--- src/rtl/issue_pkg.sv ---
package issue_pkg;
    localparam int NUM_SLOTS = 6;
    localparam int SLOT_W    = 3;
    localparam int STALL_W   = 4;
    localparam int CNT_W     = 3;
    localparam int CTRL_W    = NUM_SLOTS + 2 * SLOT_W + 1 + STALL_W;

    typedef struct packed {
        logic [NUM_SLOTS-1:0] wait_mask;
        logic [SLOT_W-1:0]    rd_slot;
        logic [SLOT_W-1:0]    wr_slot;
        logic                 yield;
        logic [STALL_W-1:0]   stall;
    } ctrl_t;

    typedef enum logic [1:0] {
        ST_IDLE  = 2'd0,
        ST_STALL = 2'd1,
        ST_WAIT  = 2'd2
    } state_t;
endpackage

--- src/rtl/isg_slot_decode.sv ---
module isg_slot_decode #(
    parameter int NUM = 6,
    parameter int W   = 3
) (
    input  logic [W-1:0]   sel,
    input  logic           en,
    output logic [NUM-1:0] onehot
);
    // Values at or above NUM select no slot.
    for (genvar i = 0; i < NUM; i++) begin : g_dec
        assign onehot[i] = en && (sel == W'(i));
    end
endmodule

--- src/rtl/isg_stall_timer.sv ---
module isg_stall_timer #(
    parameter int W = 4
) (
    input  logic         clk,
    input  logic         rst_n,
    input  logic         load,
    input  logic [W-1:0] load_val,
    input  logic         dec,
    output logic         last
);
    logic [W-1:0] count_q;

    always_ff @(posedge clk or negedge rst_n) begin
        if (!rst_n) begin
            count_q <= '0;
        end else if (load) begin
            count_q <= load_val;
        end else if (dec && count_q != '0) begin
            count_q <= count_q - 1'b1;
        end
    end

    assign last = (count_q == W'(1));
endmodule

--- src/rtl/isg_slot_bank.sv ---
module isg_slot_bank #(
    parameter int NUM = 6,
    parameter int CW  = 3
) (
    input  logic           clk,
    input  logic           rst_n,
    input  logic [NUM-1:0] claim_a,
    input  logic [NUM-1:0] claim_b,
    input  logic [NUM-1:0] done,
    output logic [NUM-1:0] busy,
    output logic [NUM-1:0] err_vec
);
    localparam int SW = CW + 2;
    localparam logic [SW-1:0] MAXV = SW'((1 << CW) - 1);

    for (genvar i = 0; i < NUM; i++) begin : g_slot
        logic [CW-1:0] cnt_q;
        logic [SW-1:0] base;
        logic [SW-1:0] after;
        logic [CW-1:0] cnt_d;

        always_comb begin
            base  = SW'(cnt_q) + SW'(claim_a[i]) + SW'(claim_b[i]);
            after = base;
            if (done[i] && base != '0) begin
                after = base - 1'b1;
            end
            cnt_d = (after > MAXV) ? MAXV[CW-1:0] : after[CW-1:0];
        end

        always_ff @(posedge clk or negedge rst_n) begin
            if (!rst_n) begin
                cnt_q <= '0;
            end else begin
                cnt_q <= cnt_d;
            end
        end

        assign busy[i]    = (cnt_q != '0);
        assign err_vec[i] = done[i] && (base == '0);
    end
endmodule

--- src/rtl/issue_gate.sv ---
module issue_gate
    import issue_pkg::*;
(
    input  logic                 clk,
    input  logic                 rst_n,
    input  logic                 in_valid,
    output logic                 in_ready,
    input  logic [CTRL_W-1:0]    in_ctrl,
    input  logic [NUM_SLOTS-1:0] done_pulse,
    output logic                 issue_valid,
    output logic                 issue_yield,
    output logic [CTRL_W-1:0]    issue_ctrl,
    output logic                 done_err
);
    state_t state_q, state_d;
    ctrl_t  word_q;
    ctrl_t  in_word;
    logic   accept;
    logic   stall_last;
    logic   slots_clear;
    logic   fire;
    logic [NUM_SLOTS-1:0] slot_busy;
    logic [NUM_SLOTS-1:0] claim_wr;
    logic [NUM_SLOTS-1:0] claim_rd;
    logic [NUM_SLOTS-1:0] err_vec;

    assign in_word     = ctrl_t'(in_ctrl);
    assign accept      = in_valid && (state_q == ST_IDLE);
    assign slots_clear = ((word_q.wait_mask & slot_busy) == '0);
    assign fire        = (state_q == ST_WAIT) && slots_clear;

    always_ff @(posedge clk or negedge rst_n) begin
        if (!rst_n) begin
            state_q <= ST_IDLE;
        end else begin
            state_q <= state_d;
        end
    end

    always_ff @(posedge clk or negedge rst_n) begin
        if (!rst_n) begin
            word_q <= '0;
        end else if (accept) begin
            word_q <= in_word;
        end
    end

    always_comb begin
        state_d = state_q;
        unique case (state_q)
            ST_IDLE: begin
                if (in_valid) begin
                    state_d = (in_word.stall == '0) ? ST_WAIT : ST_STALL;
                end
            end
            ST_STALL: begin
                if (stall_last) begin
                    state_d = ST_WAIT;
                end
            end
            ST_WAIT: begin
                if (slots_clear) begin
                    state_d = ST_IDLE;
                end
            end
            default: state_d = ST_IDLE;
        endcase
    end

    always_comb begin
        in_ready    = 1'b0;
        issue_valid = 1'b0;
        issue_yield = 1'b0;
        issue_ctrl  = '0;
        unique case (state_q)
            ST_IDLE:  in_ready = 1'b1;
            ST_STALL: ;
            ST_WAIT: begin
                issue_valid = slots_clear;
                issue_yield = slots_clear && word_q.yield;
                issue_ctrl  = slots_clear ? word_q : '0;
            end
            default: ;
        endcase
    end

    isg_stall_timer #(.W(STALL_W)) u_timer (
        .clk      (clk),
        .rst_n    (rst_n),
        .load     (accept),
        .load_val (in_word.stall),
        .dec      (state_q == ST_STALL),
        .last     (stall_last)
    );

    isg_slot_decode #(.NUM(NUM_SLOTS), .W(SLOT_W)) u_dec_wr (
        .sel    (word_q.wr_slot),
        .en     (fire),
        .onehot (claim_wr)
    );

    isg_slot_decode #(.NUM(NUM_SLOTS), .W(SLOT_W)) u_dec_rd (
        .sel    (word_q.rd_slot),
        .en     (fire),
        .onehot (claim_rd)
    );

    isg_slot_bank #(.NUM(NUM_SLOTS), .CW(CNT_W)) u_bank (
        .clk     (clk),
        .rst_n   (rst_n),
        .claim_a (claim_wr),
        .claim_b (claim_rd),
        .done    (done_pulse),
        .busy    (slot_busy),
        .err_vec (err_vec)
    );

    assign done_err = |err_vec;
endmodule

--- config.mk ---
export PLATFORM = sky130hd
export DESIGN_NAME = issue_gate
export DESIGN_NICKNAME = d
export VERILOG_FILES = /design/src/rtl/issue_pkg.sv /design/src/rtl/isg_slot_decode.sv /design/src/rtl/isg_stall_timer.sv /design/src/rtl/isg_slot_bank.sv /design/src/rtl/issue_gate.sv
export SDC_FILE = /design/constraint.sdc
export NUM_CORES = 1
export LEC_CHECK = 0
export BUFFER_PORTS_ARGS = -buffer_cell sky130_fd_sc_hd__buf_2
export CORE_MARGIN = 2
export CORE_UTILIZATION = 63
export DETAILED_ROUTE_END_ITERATION = 8
export PLACE_DENSITY = 0.87
export SLEW_MARGIN = 25
export SYNTH_ARGS = -nofsm -noshare
export SYNTH_HDL_FRONTEND = slang
export SYNTH_SLANG_ARGS = --single-unit
--- constraint.sdc ---
create_clock -name clk -period 9.8 [get_ports clk]
set_input_delay 0.98 -clock clk [delete_from_list [all_inputs] [get_ports clk]]
set_output_delay 0.98 -clock clk [all_outputs]
set_load 0.01 [all_outputs]
==> impl_metrics.env, run 1 <==
export IMPL_grt_pass1_vias=3355
export IMPL_grt_start_max_net_pins=42
export IMPL_postCtsSetupBuffers=0
export IMPL_tns_ns=0
export IMPL_worstPathMaxFanout=30
export IMPL_fillers=455
export IMPL_ys_async_sr_fraction_pct=100.0
export IMPL_p_sw_w=0.0004812
export IMPL_rsz0062_at_grt="false"
export IMPL_clock_sinks=41
export IMPL_drcViolationCount=0
export IMPL_crit_type="flip-flop to output port"
export IMPL_drtIter0Drc=262
export IMPL_ctsHoldBuffers=0
export IMPL_seq_power_share_pct=34.6
export IMPL_die_w_um=82.49
export IMPL_synth_flop_cell="dfrtp_1"
export IMPL_swShare_pct=45.52
export IMPL_dieHeight_um=82.49
export IMPL_layout_commonest_cell="nand2_1"
export IMPL_final_cell_mix="91 x nand2_1, 46 x buf_2, 41 x dfrtp_1, 32 x ha_1, 28 x and2_1"
export IMPL_avgSynthCellArea_um2=8.120
export IMPL_tightest_slew_ns=0.8967
export IMPL_first_pass_iters=5
export IMPL_finalSetupViolations=0
export IMPL_dp_hpwl_mm=6.979
export IMPL_vias=3624
export IMPL_combinationalPowerShare_pct=53.0
export IMPL_drt_total_wl_mm=9.068
export IMPL_synth_edff_count=0
export IMPL_synth_cells=478
export IMPL_cts_tree="built"
export IMPL_vias_per_cell=6.205
export IMPL_cap_viol_max_count=0
export IMPL_clock_latency_ns=0.30
export IMPL_synth_seq_cells=41
export IMPL_drive_gt1_share_pct=13.95
export IMPL_cts_repair_resized=0
export IMPL_area_delta_synth_final_pct=8.156
export IMPL_placed_cells=577
export IMPL_slew_viol_final=0
export IMPL_netlist_area_mm2=0.003881
export IMPL_place_congestion=0.9033
export IMPL_design_die_area_mm2=0.006805
export IMPL_intPower_w=0.0005759
export IMPL_regArea_mm2=0.001026
export IMPL_r2r_setup_slack_ns=5.22
export IMPL_cellLeakagePower_nw=2.044
export IMPL_max_freq_mhz=176.1
export IMPL_clock_skew_final_ns=0.004131
export IMPL_fin_crit_ns=5.677
export IMPL_core_mm2=0.005921
export IMPL_multi_input_area_mm2=0.002665
export IMPL_power_density_mw_per_mm2=251.8
export IMPL_pwr_share_clk_pct=12.4
export IMPL_hp_class="flip-flop to flip-flop"
export IMPL_syn_nets=536
export IMPL_fin_cells=584
export IMPL_seq_area_frac_synth_pct=26.43
export IMPL_clkTransAtPathRegs_ns=0.07
export IMPL_io_pins=47
export IMPL_cts_buffers=5
export IMPL_io_buffers=46
export IMPL_cp_end_kind="output port"
export IMPL_start_kind="flip-flop"
export IMPL_crit_required_ns=8.82
export IMPL_yosysWarnings=0
export IMPL_gr_total_overflow=0
export IMPL_start_util_pct=65.55
export IMPL_antenna_left=0
export IMPL_synth_cell_types=70
export IMPL_status="finished clean"
export IMPL_wl_per_cell_um=15.53
export IMPL_r2r_worst_path_cells=15
export IMPL_grt_usage_pct=28.31
export IMPL_finalCritPeriodShare_pct=57.93
export IMPL_hold_viol=0
export IMPL_rows=28
export IMPL_cts_buffer_depth=2
export IMPL_cts_root_buf="clkbuf_8"
export IMPL_htree_levels=2
export IMPL_num_antenna_cells=0
export IMPL_fin_nets=567
export IMPL_hold_path_depth=2
export IMPL_vdd_ir_drop_max_mv=0.1606
export IMPL_antenna_found_initial=0
export IMPL_relSlewSlack_pct=40.22
export IMPL_grt_first_pass_wirelength_mm=14.88
export IMPL_arrival_ns=4.70
## critical path: stages (launching register included)
cell and delay [ns]:
dfrtp_1 0.52, o31ai_1 0.40, nand4_1 0.15, a221oi_2 0.26, and3b_1 0.69, and4bb_2 0.34
ha_1 0.22, ha_1 0.29, ha_1 0.36, inv_1 0.08, ha_1 0.29, and2_1 0.24
a222oi_1 0.30, nand3_1 0.12, buf_2 0.16
## per-layer routing
metal  GRT usage, %  share of wire (%)  up-vias
met5              0                  0        -
met4          7.541                1.5        0
met3          4.891                5.6       13
met2          48.95                 48      148
met1          36.67                 45     1665
li1               -                  -     1798
## registers in the layout, summed over array words and instances, names as in the netlist
| name | flops |
|---|---|
| word_q | 17 |
| state_q | 2 |
| u_timer.count_q | 4 |
| u_bank.g_slot.cnt_q | 18 |
## cell type report
class | count | share of cell area, %
clock buffer | 5 | 1.639
multi-input combinational | 394 | 63.49
sequential | 41 | 24.44
inverter | 21 | 1.878
timing repair buffer | 46 | 5.484
clock inverter | 2 | 0.8346
tap | 75 | 2.235
## synth_stat cells (all sizes together), types with 3 or more instances
master,number,share of area (%)
nor2b,9,1.5
nand3,18,2.3
nand2,92,9.0
and3,5,0.81
o2111ai,3,0.68
o211ai,9,1.7
o31ai,8,1.5
a221o,3,0.77
a221oi,3,0.84
o22ai,3,0.48
mux2i,5,1.3
o32ai,3,0.68
nand2b,13,2.1
inv,21,2.0
nand4,8,1.3
and2,28,4.5
a21oi,16,2.1
or3,3,0.48
nand3b,4,0.77
and3b,7,1.6
o221ai,4,0.90
nor2,24,2.3
mux2,4,1.2
dfrtp,41,26
buf,10,1.7
ha,32,10
a21o,3,0.58
and4b,6,1.5
a21boi,3,0.58
a211oi,7,1.4
a22oi,4,0.77
xnor2,10,2.3
clkbuf,12,1.2
and4bb,4,1.3
o21ai,17,2.2
## per-stage QoR
stage | hold slack, ns | worst slack [ns] | area [µm²] | total power, W | util [%]
5_1_grt | 0.5088 | 3.747 | 4198 | 0.001154 | 70.90
4_1_cts | 0.4722 | 4.205 | 4198 | 0.001052 | 70.90
3_3_place_gp | 0.4491 | 4.693 | 4094 | 0.0008828 | 69.15
2_1_floorplan | 0.4374 | 5.393 | 3881 | 0.0007824 | -
6_report | 0.4705 | 4.123 | 4198 | 0.001057 | 70.90
3_5_place_dp | 0.4550 | 4.537 | 4094 | 0.0009191 | 69.15
## kinds of logic after synthesis
group           count (synthesis)  synth area share (%)
flops                          41                 26.43
buf+inv                        43                 4.900
compound gates                106                 19.79
fa+ha+maj                      32                 10.32
xor+xnor                       15                 4.513
mux                             9                 2.450
simple gates                  232                 31.59
## path summary, 6_finish.rpt
check | startpoint | end
max in group asynchronous | rst_n | u_bank.g_slot[5].cnt_q[2]$_DFF_PN0_
worst max register to register | u_bank.g_slot[1].cnt_q[2]$_DFF_PN0_ | u_bank.g_slot[5].cnt_q[2]$_DFF_PN0_
worst min register to register | word_q[4]$_DFFE_PN0P_ | word_q[4]$_DFFE_PN0P_
min in group asynchronous | rst_n | u_bank.g_slot[2].cnt_q[2]$_DFF_PN0_
worst max-delay path | u_bank.g_slot[1].cnt_q[2]$_DFF_PN0_ | done_err
worst min-delay path | word_q[4]$_DFFE_PN0P_ | word_q[4]$_DFFE_PN0P_
## power groups by stage
stage                     combinational, W  clock, W  sequential [W]
after floorplan                   0.000470         0        0.000313
after global placement            0.000527         0        0.000356
after detailed placement          0.000555         0        0.000364
after CTS                         0.000558  0.000133        0.000360
after global routing              0.000634  0.000141        0.000379
final                             0.000561  0.000131        0.000366
No activity file was read; power rests on OpenSTA's default activity.
==> inputs of run 2 (changes only) <==
--- a/config.mk
+++ b/config.mk
@@ -7,9 +7,9 @@
 export LEC_CHECK = 0
 export BUFFER_PORTS_ARGS = -buffer_cell sky130_fd_sc_hd__buf_2
 export CORE_MARGIN = 2
-export CORE_UTILIZATION = 63
+export CORE_UTILIZATION = 54
 export DETAILED_ROUTE_END_ITERATION = 8
-export PLACE_DENSITY = 0.87
+export PLACE_DENSITY = 0.8
 export SLEW_MARGIN = 25
 export SYNTH_ARGS = -nofsm -noshare
 export SYNTH_HDL_FRONTEND = slang
==> constraint.sdc (replaced) <==
create_clock -name clk -period 4.8 [get_ports clk]
set_input_delay 0.48 -clock clk [delete_from_list [all_inputs] [get_ports clk]]
set_output_delay 0.48 -clock clk [all_outputs]
set_load 0.01 [all_outputs]
==> run 2 against run 1 <==
Effect of this change:
- utilization is 7.4 points lower
- register-to-register slack worse by 4.5 ns
- combinational power is 120% higher
- power increased by 110%
- sequential power up 110%
- global-route usage decreased by 3.8 points
- first-iteration DRC count fell by 11%
- clock-buffer cell count grew 1
- largest cell class unchanged
==> impl_metrics.env, run 2 (synthesis results as in run 1) <==
export IMPL_status="finished clean"
export IMPL_rsz0062_at_grt="false"
export IMPL_num_antenna_cells=0
export IMPL_tns_ns=0
export IMPL_hp_class="input port to async pin"
export IMPL_fillers=600
export IMPL_cellLeakagePower_nw=2.094
export IMPL_final_cell_mix="91 x nand2_1, 45 x buf_2, 37 x dfrtp_1, 30 x ha_1, 28 x and2_1"
export IMPL_io_pins=47
export IMPL_layout_commonest_cell="nand2_1"
export IMPL_path_common_cell="ha_1"
export IMPL_cap_viol_max_count=0
export IMPL_max_freq_mhz=220.2
export IMPL_first_pass_iters=5
export IMPL_drtIter0Drc=233
export IMPL_r2r_worst_path_cells=14
export IMPL_arrival_ns=4.06
export IMPL_largest_register_ffs=18
export IMPL_clock_skew_final_ns=0.006561
export IMPL_drcViolationCount=0
export IMPL_die_w_um=88.78
export IMPL_grt_first_pass_wirelength_mm=15.32
export IMPL_dp_hpwl_mm=6.902
export IMPL_fin_nets=577
export IMPL_drt_total_wl_mm=9.475
export IMPL_finalCritPeriodShare_pct=94.60
export IMPL_fin_cells=616
export IMPL_cts_root_buf="clkbuf_8"
export IMPL_start_kind="flip-flop"
export IMPL_htree_levels=2
export IMPL_fin_crit_ns=4.541
export IMPL_r2r_setup_slack_ns=0.68
export IMPL_wl_per_cell_um=15.38
export IMPL_cp_end_kind="output port"
export IMPL_grt_pass1_vias=3414
export IMPL_clkTransAtPathRegs_ns=0.08
export IMPL_cts_tree="built"
export IMPL_design_die_area_mm2=0.007882
export IMPL_power_density_mw_per_mm2=519.2
export IMPL_io_buffers=46
export IMPL_vdd_ir_drop_max_mv=0.2844
export IMPL_ctsHoldBuffers=0
export IMPL_drive_gt1_share_pct=17.50
export IMPL_dieHeight_um=88.78
export IMPL_area_delta_synth_final_pct=12.35
export IMPL_cts_buffers=5
export IMPL_hold_viol=0
export IMPL_crit_type="flip-flop to output port"
export IMPL_clock_sinks=41
export IMPL_reg_top3="u_bank.g_slot.cnt_q (18), word_q (17), u_timer.count_q (4)"
export IMPL_cp_depth=14
export IMPL_largest_register="u_bank.g_slot.cnt_q"
export IMPL_placed_cells=600
export IMPL_start_util_pct=56.50
export IMPL_place_congestion=0.9514
export IMPL_antenna_left=0
export IMPL_antenna_found_initial=0
export IMPL_critPathBufInv=2
export IMPL_finalSetupViolations=0
export IMPL_vias_per_cell=6.019
export IMPL_gr_total_overflow=0
export IMPL_grt_usage_pct=24.48
export IMPL_grt_start_max_net_pins=42
export IMPL_crit_required_ns=4.32
export IMPL_crit_family="compound AO/OA/AOI/OAI gates"
export IMPL_slowest_stage="dfrtp_2"
export IMPL_rows=30
export IMPL_worstPathMaxFanout=20
export IMPL_cts_buffer_depth=2
export IMPL_tightest_slew_ns=0.8003
export IMPL_total_power_w=0.002264
export IMPL_cp_slowest_stage_delay_ns=0.47
export IMPL_core_mm2=0.006869
export IMPL_vias=3708
export IMPL_cp_cell_sequence="or3_1, a221oi_2, and3b_2, buf_4, and3_1, ha_1, ha_1, ha_1, a21bo_2, a211oi_1, a31oi_2, o22a_1, nand3_1, buf_2"
export IMPL_slew_viol_final=0
export IMPL_relSlewSlack_pct=46.65
export IMPL_clock_latency_ns=0.29
[run 2: changes by cell type in the layout (fill, tap and decap cells not counted), moves of 2 or more]
cell	delta
buf_4	+10
dfrtp_1	-4
dfrtp_2	+4
o31ai_1	-3
ha_1	-2
ha_2	+2
o31ai_4	+2
[run 2: timing repair]
item                       in CTS  in global routing
pin swaps                       0                  2
setup buffers                   0                  7
setup endpoints to repair       1                  1
resized for setup               1                 12
gates cloned                    0                  1
[run 2: where the power goes]
part / leakage, nW / switching (W) / internal (W)
clock network: 0.0554 / 0.000125 / 0.000156
logic: 1.55 / 0.000675 / 0.000555
registers: 0.493 / 0.000231 / 0.000522
[run 2: worst paths after layout]
kind,endpoint,startpoint
setup / recovery,done_err,u_bank.g_slot[0].cnt_q[2]$_DFF_PN0_
hold / removal,u_bank.g_slot[2].cnt_q[2]$_DFF_PN0_,rst_n
hold reg to reg,word_q[3]$_DFFE_PN0P_,word_q[3]$_DFFE_PN0P_
min in group clk,word_q[13]$_DFFE_PN0P_,in_ctrl[13]
max in group asynchronous,u_bank.g_slot[5].cnt_q[2]$_DFF_PN0_,rst_n
setup reg to reg,u_bank.g_slot[5].cnt_q[2]$_DFF_PN0_,u_bank.g_slot[0].cnt_q[2]$_DFF_PN0_
[run 2: worst register-to-register path, delay by kind of cell (launching register included)]
family | cells | cell delay, ns
AO/OA/AOI/OAI | 3 | 0.90
flip-flops | 1 | 0.47
buffers and inverters | 1 | 0.05
adder cells (fa/ha/maj) | 4 | 1.07
AND/OR/NAND/NOR | 5 | 1.20
multiplexers | 1 | 0.27
[run 2: layout make-up]
class	count	area [µm²]	area share, %
Multi-Input combinational cell	395	2719	62.35
Sequential cell	41	1031	23.64
Timing Repair Buffer	55	300.3	6.887
Tap cell	96	120.1	2.755
Inverter	21	78.83	1.808
Clock buffer	6	72.57	1.664
Clock inverter	2	38.79	0.8895
[run 2: through the flow]
stage / utilization, % / instance area [µm²] / hold WS [ns] / worst slack [ns]
CTS: 61.84 / 4248 / 0.3566 / 0.001267
global route: 63.48 / 4360 / 0.1952 / 0.009599
finish: 63.48 / 4360 / 0.1593 / 0.2593
global placement: 60.20 / 4135 / 0.4500 / 0.4558
detailed placement: 60.20 / 4135 / 0.4586 / 0.3303
floorplan: - / 3881 / 0.1844 / 0.8932
[run 2: per-layer routing]
metal  GRT usage, %  wire [µm]  vias to the layer above
li1               -          -                     1816
met1          32.40       4257                     1757
met3          3.731        504                       10
met4          5.234        114                        0
met2          42.40       4598                      125
met5              0          0                        -
==> inputs of run 3 (changes only) <==
--- a/config.mk
+++ b/config.mk
@@ -7,9 +7,9 @@
 export LEC_CHECK = 0
 export BUFFER_PORTS_ARGS = -buffer_cell sky130_fd_sc_hd__buf_2
 export CORE_MARGIN = 2
-export CORE_UTILIZATION = 54
+export CORE_UTILIZATION = 63
 export DETAILED_ROUTE_END_ITERATION = 8
-export PLACE_DENSITY = 0.8
+export PLACE_DENSITY = 0.87
 export SLEW_MARGIN = 25
 export SYNTH_ARGS = -nofsm -noshare
 export SYNTH_HDL_FRONTEND = slang
==> constraint.sdc (replaced) <==
create_clock -name clk -period 5.6 [get_ports clk]
set_input_delay 0.56 -clock clk [delete_from_list [all_inputs] [get_ports clk]]
set_output_delay 0.56 -clock clk [all_outputs]
set_load 0.01 [all_outputs]
==> run 3 against run 2 <==
Effect of this change:
- non-clock buffer count down 8
- combinational power down 19%
- critical path depth unchanged
- worst setup slack better by 0.33 ns
- largest cell class unchanged
- global-route usage up 4.2 points
- clock skew about the same
- die area down 14%
- sequential share of layout area up 0.82 points
- via count up 1.0%
==> impl_metrics.env, run 3 (synthesis results as in run 1) <==
export IMPL_core_mm2=0.005921
export IMPL_rows=28
export IMPL_io_pins=47
export IMPL_reg_top3="u_bank.g_slot.cnt_q (18), word_q (17), u_timer.count_q (4)"
export IMPL_layout_commonest_cell="nand2_1"
export IMPL_r2r_start="u_bank.g_slot[3].cnt_q[2]$_DFF_PN0_"
export IMPL_drcViolationCount=0
export IMPL_num_antenna_cells=0
export IMPL_cap_viol_max_count=0
export IMPL_cts_root_buf="clkbuf_8"
export IMPL_slew_viol_final=0
export IMPL_start_kind="flip-flop"
export IMPL_ctsHoldBuffers=0
export IMPL_max_freq_mhz=199.7
export IMPL_cts_buffers=5
export IMPL_worstPathMaxFanout=17
export IMPL_cts_tree="built"
export IMPL_die_w_um=82.49
export IMPL_grt_pass1_vias=3518
export IMPL_fillers=466
export IMPL_drive_gt1_share_pct=14.29
export IMPL_drtIter0Drc=238
export IMPL_rsz0062_at_grt="false"
export IMPL_r2r_worst_path_cells=15
export IMPL_crit_start="u_bank.g_slot[3].cnt_q[2]$_DFF_PN0_"
export IMPL_clock_latency_ns=0.30
export IMPL_power_density_mw_per_mm2=438.5
export IMPL_tns_ns=0
export IMPL_io_buffers=46
export IMPL_largest_register="u_bank.g_slot.cnt_q"
export IMPL_vias=3746
export IMPL_grt_start_max_net_pins=42
export IMPL_cts_repair_resized=0
export IMPL_worst_r2r_endpoint="u_bank.g_slot[1].cnt_q[2]$_DFF_PN0_"
export IMPL_hold_ws_ns=0.2372
export IMPL_clkTransAtPathRegs_ns=0.09
export IMPL_antenna_left=0
export IMPL_dp_hpwl_mm=6.985
export IMPL_r2r_setup_slack_ns=1.28
export IMPL_largest_register_ffs=18
export IMPL_grt_first_pass_wirelength_mm=15.21
export IMPL_wl_per_cell_um=15.94
export IMPL_tightest_slew_ns=0.7866
export IMPL_finalSetupViolations=0
export IMPL_place_congestion=0.9130
export IMPL_cts_buffer_depth=2
export IMPL_finalCritPeriodShare_pct=89.43
export IMPL_crit_type="flip-flop to output port"
export IMPL_fin_crit_ns=5.008
export IMPL_total_power_w=0.001839
export IMPL_hold_viol=0
export IMPL_crit_required_ns=5.04
export IMPL_status="finished clean"
export IMPL_start_util_pct=65.55
export IMPL_clock_sinks=41
export IMPL_cp_end_kind="output port"
export IMPL_cellLeakagePower_nw=2.041
export IMPL_finish_utilization_pct=70.84
export IMPL_crit_end="done_err"
export IMPL_drt_total_wl_mm=9.341
export IMPL_vias_per_cell=6.392
export IMPL_fin_nets=568
export IMPL_arrival_ns=4.45
export IMPL_first_pass_iters=5
export IMPL_final_cell_mix="91 x nand2_1, 45 x buf_2, 41 x dfrtp_1, 32 x ha_1, 28 x and2_1"
export IMPL_design_die_area_mm2=0.006805
export IMPL_gr_total_overflow=0
export IMPL_grt_usage_pct=28.69
export IMPL_postCtsSetupBuffers=0
export IMPL_hp_class="input port to async pin"
export IMPL_area_delta_synth_final_pct=8.059
export IMPL_htree_levels=2
export IMPL_relSlewSlack_pct=47.56
export IMPL_vdd_ir_drop_max_mv=0.2661
export IMPL_clock_skew_final_ns=0.006595
export IMPL_antenna_found_initial=0
export IMPL_dieHeight_um=82.49
## run 3: how the worst min path moves through the flow
stage,startpoint,end
global placement,word_q[4]$_DFFE_PN0P_,word_q[4]$_DFFE_PN0P_
CTS,rst_n,word_q[4]$_DFFE_PN0P_
global route,rst_n,u_bank.g_slot[2].cnt_q[2]$_DFF_PN0_
finish,rst_n,u_bank.g_slot[2].cnt_q[2]$_DFF_PN0_
detailed placement,word_q[4]$_DFFE_PN0P_,word_q[4]$_DFFE_PN0P_
floorplan,rst_n,state_q[0]$_DFFE_PN0P_
## run 3: area by class of cell
type	count	area, µm²	share of cell area (%)
clock buffers	5	68.82	1.641
clock inverters	3	21.27	0.5072
inverters	21	78.83	1.879
multi-input cells	394	2665	63.54
flip-flops and latches	41	1026	24.46
well taps	75	93.84	2.237
repair buffers	47	240.2	5.728
## run 3: through the flow
| step | instance area (µm²) | setup WS, ns | cells |
|---|---|---|---|
| global placement | 4101 | 1.119 | 578 |
| floorplan | 3881 | 1.613 | 478 |
| detailed placement | 4101 | 0.9930 | 578 |
| global route | 4194 | 0.2580 | 586 |
| CTS | 4192 | 0.6304 | 586 |
| finish | 4194 | 0.5917 | 586 |
## run 3: power breakdown
group / internal (W) / leakage (nW) / switching [W]
registers: 0.000444 / 0.497 / 0.000200
clock network: 0.0000886 / 0.0445 / 0.000116
logic: 0.000436 / 1.50 / 0.000555
total: 0.000969 / 2.04 / 0.000870
## run 3: routing by layer
layer	track usage (%)	routed length, µm
met5	0	0
met4	8.852	156
met3	4.674	555
met2	50.48	4607
met1	36.06	4022
## run 3: worst max-delay path, stage by stage, from the launching register on
cell      delay, ns
dfrtp_1        0.50
o31ai_1        0.39
nand4_1        0.17
a221oi_2       0.23
and3b_1        0.52
and4bb_2       0.32
ha_1           0.23
ha_1           0.29
ha_1           0.34
inv_1          0.07
ha_1           0.28
and2_1         0.24
a222oi_1       0.28
nand3_1        0.12
buf_2          0.16
